===== config.mk =====
export PLATFORM = sky130hd
export DESIGN_NAME = pred_regfile
export DESIGN_NICKNAME = d
export VERILOG_FILES = /design/src/rtl/prf_pkg.sv /design/src/rtl/prf_pred_bank.sv /design/src/rtl/prf_gpr_bank.sv /design/src/rtl/prf_ctrl.sv /design/src/rtl/pred_regfile.sv
export SDC_FILE = /design/constraint.sdc
export NUM_CORES = 2
export LEC_CHECK = 0
export BUFFER_PORTS_ARGS = -buffer_cell sky130_fd_sc_hd__buf_4
export CORE_MARGIN = 2
export CORE_UTILIZATION = 50
export DETAILED_ROUTE_END_ITERATION = 10
export PLACE_DENSITY = 0.66
export SYNTH_ARGS = -nofsm -noshare
export SYNTH_HDL_FRONTEND = slang
export SYNTH_SLANG_ARGS = --single-unit

===== constraint.sdc =====
create_clock -name clk -period 3.9 [get_ports clk]
set_clock_uncertainty 0.1 [all_clocks]
set_input_delay 0.585 -clock clk [delete_from_list [all_inputs] [get_ports clk]]
set_output_delay 0.585 -clock clk [all_outputs]
set_load 0.02 [all_outputs]

===== src/rtl/prf_pkg.sv =====
package prf_pkg;
  typedef enum logic [1:0] {
    OP_COPY  = 2'd0,
    OP_ALU   = 2'd1,
    OP_SLOAD = 2'd2,
    OP_PSET  = 2'd3
  } op_cls_e;
endpackage


===== src/rtl/prf_pred_bank.sv =====
module prf_pred_bank #(
  parameter int NPRED = 64,
  localparam int PW = $clog2(NPRED)
) (
  input  logic          clk,
  input  logic          rst_n,
  input  logic [PW-1:0] qp_idx,
  output logic          qp_val,
  input  logic [PW-1:0] rd_idx,
  output logic          rd_val,
  input  logic          we,
  input  logic [PW-1:0] widx,
  input  logic          wval
);
  logic [NPRED-1:0] bits;

  assign bits[0] = 1'b1;

  for (genvar g = 1; g < NPRED; g++) begin : g_pred
    logic q;
    always_ff @(posedge clk or negedge rst_n) begin
      if (!rst_n) q <= 1'b0;
      else if (we && widx == PW'(g)) q <= wval;
    end
    assign bits[g] = q;
  end

  assign qp_val = bits[qp_idx];
  assign rd_val = bits[rd_idx];

  AST_PRED_HOLD: assert property (@(posedge clk) disable iff (!rst_n) !we |=> $stable(bits));
endmodule


===== src/rtl/prf_gpr_bank.sv =====
module prf_gpr_bank #(
  parameter int XLEN = 64,
  parameter int NREG = 32,
  localparam int AW = $clog2(NREG)
) (
  input  logic            clk,
  input  logic            rst_n,
  input  logic [AW-1:0]   ra_addr,
  output logic [XLEN-1:0] ra_data,
  output logic            ra_nat,
  input  logic [AW-1:0]   rb_addr,
  output logic [XLEN-1:0] rb_data,
  output logic            rb_nat,
  input  logic [AW-1:0]   s1_addr,
  output logic [XLEN-1:0] s1_data,
  output logic            s1_nat,
  input  logic [AW-1:0]   s2_addr,
  output logic            s2_nat,
  input  logic            we,
  input  logic [AW-1:0]   waddr,
  input  logic [XLEN-1:0] wdata,
  input  logic            wnat
);
  logic [XLEN-1:0] val_w [NREG];
  logic [NREG-1:0] nat_w;

  for (genvar g = 0; g < NREG; g++) begin : g_reg
    if (g == 0) begin : g_zero
      assign val_w[g] = '0;
      assign nat_w[g] = 1'b0;
    end else begin : g_live
      logic [XLEN-1:0] q;
      logic            n;
      always_ff @(posedge clk or negedge rst_n) begin
        if (!rst_n) begin
          q <= '0;
          n <= 1'b0;
        end else if (we && waddr == AW'(g)) begin
          q <= wdata;
          n <= wnat;
        end
      end
      assign val_w[g] = q;
      assign nat_w[g] = n;
    end
  end

  assign ra_data = val_w[ra_addr];
  assign ra_nat  = nat_w[ra_addr];
  assign rb_data = val_w[rb_addr];
  assign rb_nat  = nat_w[rb_addr];
  assign s1_data = val_w[s1_addr];
  assign s1_nat  = nat_w[s1_addr];
  assign s2_nat  = nat_w[s2_addr];

  AST_NAT_HOLD: assert property (@(posedge clk) disable iff (!rst_n) !we |=> $stable(nat_w));
  AST_FAULT_MARK: assert property (@(posedge clk) disable iff (!rst_n)
    (we && wnat && waddr != '0) |=> nat_w[$past(waddr)]);
endmodule


===== src/rtl/prf_ctrl.sv =====
module prf_ctrl
  import prf_pkg::*;
#(
  parameter int XLEN = 64,
  parameter int AW   = 5
) (
  input  logic            clk,
  input  logic            rst_n,
  input  logic            op_valid,
  input  op_cls_e         op_cls,
  input  logic            qp_val,
  input  logic [AW-1:0]   src1,
  input  logic [AW-1:0]   src2,
  input  logic [AW-1:0]   dst,
  input  logic [XLEN-1:0] data,
  input  logic            fault,
  input  logic [XLEN-1:0] s1_data,
  input  logic            s1_nat,
  input  logic            s2_nat,
  output logic            gpr_we,
  output logic [AW-1:0]   gpr_waddr,
  output logic [XLEN-1:0] gpr_wdata,
  output logic            gpr_wnat,
  output logic            pr_we,
  output logic            exc_valid,
  output logic [AW-1:0]   exc_reg
);
  logic fire, consumes, bad;

  assign fire     = op_valid && qp_val;
  assign consumes = (op_cls == OP_ALU) || (op_cls == OP_PSET);
  assign bad      = consumes && (s1_nat || s2_nat);

  assign gpr_we    = fire && !bad && (op_cls != OP_PSET) && (dst != '0);
  assign gpr_waddr = dst;
  assign pr_we     = fire && !bad && (op_cls == OP_PSET);

  always_comb begin
    gpr_wdata = data;
    gpr_wnat  = 1'b0;
    unique case (op_cls)
      OP_COPY: begin
        gpr_wdata = s1_data;
        gpr_wnat  = s1_nat;
      end
      OP_SLOAD: begin
        gpr_wdata = fault ? '0 : data;
        gpr_wnat  = fault;
      end
      default: ;
    endcase
  end

  always_ff @(posedge clk or negedge rst_n) begin
    if (!rst_n) begin
      exc_valid <= 1'b0;
      exc_reg   <= '0;
    end else begin
      exc_valid <= fire && bad;
      exc_reg   <= s1_nat ? src1 : src2;
    end
  end

  AST_EXC_CAUSE: assert property (@(posedge clk) disable iff (!rst_n)
    exc_valid |-> $past(op_valid && qp_val));
  AST_NO_EXC_FALSE_PRED: assert property (@(posedge clk) disable iff (!rst_n)
    (op_valid && !qp_val) |=> !exc_valid);
  AST_COPY_SILENT: assert property (@(posedge clk) disable iff (!rst_n)
    (op_valid && op_cls == OP_COPY) |=> !exc_valid);
endmodule


===== src/rtl/pred_regfile.sv =====
module pred_regfile
  import prf_pkg::*;
#(
  parameter int XLEN  = 64,
  parameter int NREG  = 32,
  parameter int NPRED = 64,
  localparam int AW = $clog2(NREG),
  localparam int PW = $clog2(NPRED)
) (
  input  logic            clk,
  input  logic            rst_n,
  input  logic            op_valid,
  input  logic [1:0]      op_cls,
  input  logic [PW-1:0]   op_qp,
  input  logic [AW-1:0]   op_src1,
  input  logic [AW-1:0]   op_src2,
  input  logic [AW-1:0]   op_dst,
  input  logic [PW-1:0]   op_pdst,
  input  logic            op_pval,
  input  logic [XLEN-1:0] op_data,
  input  logic            op_fault,
  output logic            exc_valid,
  output logic [AW-1:0]   exc_reg,
  input  logic [AW-1:0]   rd_a_addr,
  output logic [XLEN-1:0] rd_a_data,
  output logic            rd_a_nat,
  input  logic [AW-1:0]   rd_b_addr,
  output logic [XLEN-1:0] rd_b_data,
  output logic            rd_b_nat,
  input  logic [PW-1:0]   prd_addr,
  output logic            prd_val
);
  logic            qp_val;
  logic [XLEN-1:0] s1_data;
  logic            s1_nat, s2_nat;
  logic            gpr_we, gpr_wnat, pr_we;
  logic [AW-1:0]   gpr_waddr;
  logic [XLEN-1:0] gpr_wdata;

  prf_pred_bank #(.NPRED(NPRED)) u_pred (
    .clk(clk), .rst_n(rst_n),
    .qp_idx(op_qp), .qp_val(qp_val),
    .rd_idx(prd_addr), .rd_val(prd_val),
    .we(pr_we), .widx(op_pdst), .wval(op_pval)
  );

  prf_gpr_bank #(.XLEN(XLEN), .NREG(NREG)) u_gpr (
    .clk(clk), .rst_n(rst_n),
    .ra_addr(rd_a_addr), .ra_data(rd_a_data), .ra_nat(rd_a_nat),
    .rb_addr(rd_b_addr), .rb_data(rd_b_data), .rb_nat(rd_b_nat),
    .s1_addr(op_src1), .s1_data(s1_data), .s1_nat(s1_nat),
    .s2_addr(op_src2), .s2_nat(s2_nat),
    .we(gpr_we), .waddr(gpr_waddr), .wdata(gpr_wdata), .wnat(gpr_wnat)
  );

  prf_ctrl #(.XLEN(XLEN), .AW(AW)) u_ctrl (
    .clk(clk), .rst_n(rst_n),
    .op_valid(op_valid), .op_cls(op_cls_e'(op_cls)), .qp_val(qp_val),
    .src1(op_src1), .src2(op_src2), .dst(op_dst),
    .data(op_data), .fault(op_fault),
    .s1_data(s1_data), .s1_nat(s1_nat), .s2_nat(s2_nat),
    .gpr_we(gpr_we), .gpr_waddr(gpr_waddr), .gpr_wdata(gpr_wdata), .gpr_wnat(gpr_wnat),
    .pr_we(pr_we), .exc_valid(exc_valid), .exc_reg(exc_reg)
  );

  AST_R0_CLEAN: assert property (@(posedge clk) disable iff (!rst_n)
    (rd_a_addr == '0) |-> (rd_a_data == '0 && !rd_a_nat));
  AST_P0_TRUE: assert property (@(posedge clk) disable iff (!rst_n)
    (prd_addr == '0) |-> prd_val);
endmodule


### After elaboration in Yosys (flattened, before gate mapping)

Cells that the tools add are included.

| word-level totals | value |
|---|---|
| bits of input ports | 114 |
| output and inout port bits | 137 |
| flip-flop bits (word level) | 2084 |
| logic and storage cells | 368 |

| operators by class | value |
|---|---|
| $lt $le $gt $ge | 9 |
| reduce and logical (&&, ||, !) cells | 106 |
| equal/unequal tests | 98 |
| muxes and demuxes | 25 |
| bitwise operators | 3 |

Operators by type and width:

| operator | count |
|---|---|
| binary-select mux 64 bit (select 5 bit) | 3 |
| 2-to-1 mux 64 bit | 7 |
| equality test 6 bit, second input constant | 32 |
| one-hot mux 64 bit (2 select lines) | 1 |
| logical AND 1 bit | 101 |
| equality test 6 x 5 -> 1 bit, second input constant | 16 |
| equality test 5 bit, second input constant | 16 |
| equality test 6 x 4 -> 1 bit, second input constant | 8 |
| equality test 5 x 4 -> 1 bit, second input constant | 8 |
| equality test 6 x 3 -> 1 bit, second input constant | 4 |
| less-than comparator 5 x 6 -> 1 bit, second input constant | 4 |
| binary-select mux 1 bit (select 5 bit) | 4 |
| equality test 5 x 3 -> 1 bit, second input constant | 4 |
| greater-or-equal comparator 6 bit, second input constant | 3 |
| inverter 5 -> 6 bit | 3 |
| less-than comparator 6 x 7 -> 1 bit, second input constant | 2 |
| binary-select mux 1 bit (select 6 bit) | 2 |
| equality test 6 x 2 -> 1 bit, second input constant | 2 |
| equality test 5 x 2 -> 1 bit, second input constant | 2 |
| equality test 6 x 1 -> 1 bit, second input constant | 1 |
| 2-to-1 mux 1 bit | 6 |
| equality test 5 x 1 -> 1 bit, second input constant | 1 |
| 2-to-1 mux 5 bit | 1 |
| nonzero test 5 bit | 1 |
| 7 further kinds | 9 |

### Logic depth before layout (Yosys ltp)

| logic depth | value |
|---|---|
| depth in word-level cells | 9 |
| depth in mapped cells | 12 |
| mapped depth without buffers | 7 |

### Hierarchy

A second synthesis with hierarchy kept.

| second synthesis, totals | value |
|---|---|
| cell total of the unflattened synthesis | 9171 |
| area total of the unflattened synthesis | 129285.2 um2 |

Modules (own cells, without submodules):

| module | cells an instance | sequential area each (um2) | area each (um2) | times used |
|---|---|---|---|---|
| prf_gpr_bank | 8738 | 50423.4 | 124433.1 | 1 |
| prf_pred_bank | 325 | 1576.5 | 3868.7 | 1 |
| prf_ctrl | 108 | 150.1 | 983.4 | 1 |

### Least setup slack after synthesis

No wires, ideal clock.

| timing | value |
|---|---|
| path type | input port to output port |
| from | in rd_b_addr[0] |
| to | out rd_b_data[24] |
| data required time | 3.215 ns |
| buffers on the path | 3 |
| arrival time | 3.137 ns |
| slack | 0.078 ns |
| stages | 6 |
| cell sequence | clkbuf_1 > clkbuf_1 > buf_1 > mux4_2 > mux4_2 > mux2_2 |

| between the ends | value |
|---|---|
| longest elaborated chain between the ends | 4 |

RTL lines:

| what | line | text |
|---|---|---|
| start, declared | pred_regfile.sv:27 | `input logic [AW-1:0] rd_b_addr,` |
| inverter 5 -> 6 bit (not written as such) | prf_gpr_bank.sv:50 | `assign rb_data = val_w[rb_addr];` |
| binary-select mux 64 bit (select 5 bit) | prf_gpr_bank.sv:50 |  |
| 2-to-1 mux 64 bit (not written as such) (2 in a row) | prf_gpr_bank.sv:50 |  |
| end, declared | pred_regfile.sv:28 | `output logic [XLEN-1:0] rd_b_data,` |

No other way between the ends. The select of a mux whose other input is x is not followed.

### Worst setup path in the final report

| timing | value |
|---|---|
| from | in rd_b_addr[0] |
| to | out rd_b_data[19] |

The elaborated chain is that of the path after synthesis.

==> results.md <==
* Nets at 8185
* Cell area after synthesis at between 100000 and 150000 um2
* Vias at ~83000
* Pleak at 65.8 nW
* Global-route wire length before repair at about 620 mm
* F_max at ~260 MHz
* Final Hold Fails at 0
* WHS Path Cells at 2
* CP max-delay cell: mux4_2
* WP data arrival at ~3 ns
* Slew of the pin with the lowest slew margin at between 1 and 1.5 ns
* Peak supply drop at slightly below 0.5 mV
* Terminus of the critical flop-to-flop path: u_gpr.g_reg[31].g_live.q[56]$_DFFE_PN0P_
* Syn nets at roughly 8000
* Row cnt at ~190
* Clk buf depth at 3
* MaxCap Viol Count at 0
* # fillers at around 20000
* GR peak layer: met2
* Reg2reg path depth at 11
* RR Startpoint: u_gpr.g_reg[31].g_live.n$_DFFE_PN0P_
* # H-tree levels at 4
* Yosys warns at 0
* Die width at roughly 500 um
* Vias in the first global route at approximately 87000
* Cell variety after synth at 47
* Pre-antenna DRT Iters at 5
* Post-synth top area share at 40.4%
* Initial antenna violation count at 7
* Worst Min Path Start: op_src1[3]
* CTS tree: built
* Io pins at ~250
* Sink Count at ~2100
* Chip height at just over 500 um
* Final Power at about 57 mW
* Post-synth top cells: 2160 x mux2_2, 2084 x dfrtp_1, 1788 x mux4_2, 542 x clkbuf_1, 220 x mux2_4
* Die area at ~260000 um2
* Crit path capture type: output port
* Biggest area consumer among synthesized cells: dfrtp_1
* Final instance count without filler cells at about 12000
* DRT antenna net count at 0
* Initial Util at approximately half
* Worst path top cell family by delay: multiplexers
* Worst-skew pair later-pin latency at 0.91 ns
* Pwr Density at ~380 nW/um2
* Period utilisation layout at 96.9%
* Clk pin slew, worst setup/hold paths at roughly 0.06 ns
* Worst reg2reg setup slack at approximately 0.33 ns
* Sequential share of the synthesized area at 40.4%
* Register area at ~52000 um2
* Clock root buffer: clkbuf_16
* Fin. max-slew vios at 0
* Grt ovf at 0
* WS Path Type: input pin to output port
* Grt met3 use at 5.79%
* Resized cells post-CTS at 0
* Worst path max stage delay at between 0.5 and 0.6 ns
* Wirelength, routed at approximately 420 mm
* Post-Syn Instances at 7867
* Hold crit path type: input pin to flop
* WP buf/inv at 3
* GRT Total Usage at between 30% and 40%
* P&R area growth vs syn at 14.7%
* Post-synthesis register bit count at between 2000 and 2500
* Placer Congestion at 0.867
* Area occupied by multi-input gates at between 70000 and 80000 um2
* Met1 GRT Util at between 40% and 50%
* Biggest regs: u_gpr.g.g_live.q (1984), u_pred.g_pred.q (63), u_gpr.g.g_live.n (31)
* Initial DRC count at roughly 9500
* I/O Buffers at 250
* Post-Syn Area per Cell at between 15 and 20 um2
* Fraction of layout cells with a size suffix above 1 at around two thirds
* Hold EP: u_ctrl.exc_reg[3]$_DFF_PN0_
* Main flop type after synthesis: dfrtp_1
* Final HPWL DP at around 270 mm
* GR Util met2 at 49.4%
* Mean number of vias per cell at around 7
* Worst setup path start: rd_b_addr[0]
* Dominant cell by count in the synthesized netlist: mux2_2
* Worst path cell trace: buf_8 > buf_4 > mux4_2 > mux4_2 > mux2_2 > buf_4
* Dpl cells at 11200
* Post-synth ARST share at between 90% and 100%
* TritonCTS Buffers at 233
* RSZ-0062 raised after global routing: no
* Most flop-heavy register: u_gpr.g.g_live.q
* Period minus WS final at 3.78 ns
* Avg WL per Cell at around 36 um
* # DRC at 0
* Setup-failing EPs final at 0
* Core box area at 257000 um2
* Startpoint class of the critical path: input pin
* Largest net degree at the start of global routing at between 100 and 150
* Outcome: finished clean
* Top cells by area, synth: dfrtp_1 40%, mux4_2 31%, mux2_2 19%
* Slew HR at between 30% and 40%
* Crit Path Max Fanout at 26
* CP required at 3.21 ns
* Max reg flops at between 1500 and 2000
* Number of synthesized flops with an enable pin at 0
[power by group]
part           internal [mW]  total (mW)  leakage (nW)  switching (mW)
Combinational           4.65        8.73          33.1            4.08
Sequential              22.9        24.2          28.7            1.29
Clock                   14.0        23.6          4.02            9.61
[cell families (layout without fill, tap and decap cells)]
| kind of cell | Yosys count | after routing | share of synthesized area [%] |
|---|---|---|---|
| multiplexers | 4225 | 4225 | 53.1 |
| other | 0 | 6 | 0 |
| flip-flops | 2084 | 2084 | 40.4 |
| AND/OR/NAND/NOR | 315 | 315 | 1.18 |
| AO/OA/AOI/OAI | 289 | 289 | 1.88 |
| buffers and inverters | 954 | 1353 | 3.35 |
[placed cells by master, fill, tap and decap left out, types with 9 or more instances in the layout]
master	Yosys	layout
a22o_1	194	194
a22oi_1	67	67
buf_12	0	283
buf_4	89	607
buf_8	1	12
bufinv_16	0	31
clkbuf_1	542	43
clkbuf_16	0	236
clkbuf_8	0	46
clkinv_2	0	50
clkinvlp_4	0	12
dfrtp_1	2084	2084
dlygate4sd3_1	0	9
inv_1	9	9
mux2_1	30	30
mux2_2	2160	2160
mux2_4	220	220
mux2i_1	26	26
mux4_2	1788	1788
nand2_1	156	156
nand2b_1	9	9
nor2_1	33	33
nor3_1	39	22
nor3_2	0	17
nor4_1	20	20
[timing repair]
action                                 4_1_cts  5_1_grt
buffers inserted                             0        0
hold buffers                                 9        0
endpoints found under the hold margin      463        0
[cell type report]
cell class              instances  area share (%)
clock buffers                 325            4.53
repair buffers                914            7.13
diodes                          6          0.0101
flip-flops and latches       2084            35.3
inverters                       9          0.0228
well taps                    3384            2.86
multi-input cells            4829            49.2
clock inverters               105            1.00
[worst max path at each step]
stage	slack, ns	to	cells past startpoint
3_3_place_gp	0.02	u_gpr.g_reg[31].g_live.q[56]$_DFFE_PN0P_	12
4_1_cts	0.11	rd_b_data[19]	6
5_1_grt	0.05	rd_b_data[19]	6
2_1_floorplan	0.08	rd_b_data[24]	6
3_5_place_dp	-0.08	u_gpr.g_reg[31].g_live.q[56]$_DFFE_PN0P_	12
6_report	0.12	rd_b_data[19]	6
[metal layers]
metal	up-vias	part of all wire [%]
li1	32300	-
met1	45700	40
met2	4463	47
met3	939	8.5
met4	2	4.6
met5	-	0.0029
[per-stage QoR]
step	TNS [ns]	cell area (um2)	worst slack [ns]	util, %	hold slack, ns
2_1_floorplan	0	129000	0.0778	-	0.189
3_5_place_dp	-1.28	140000	-0.0754	54.4	0.377
5_1_grt	0	148000	0.0464	57.6	0.124
4_1_cts	0	148000	0.113	57.6	0.0654
3_3_place_gp	0	140000	0.0205	54.4	0.381
6_report	0	148000	0.121	57.6	0.128
Power figures use the tool's default switching activity.
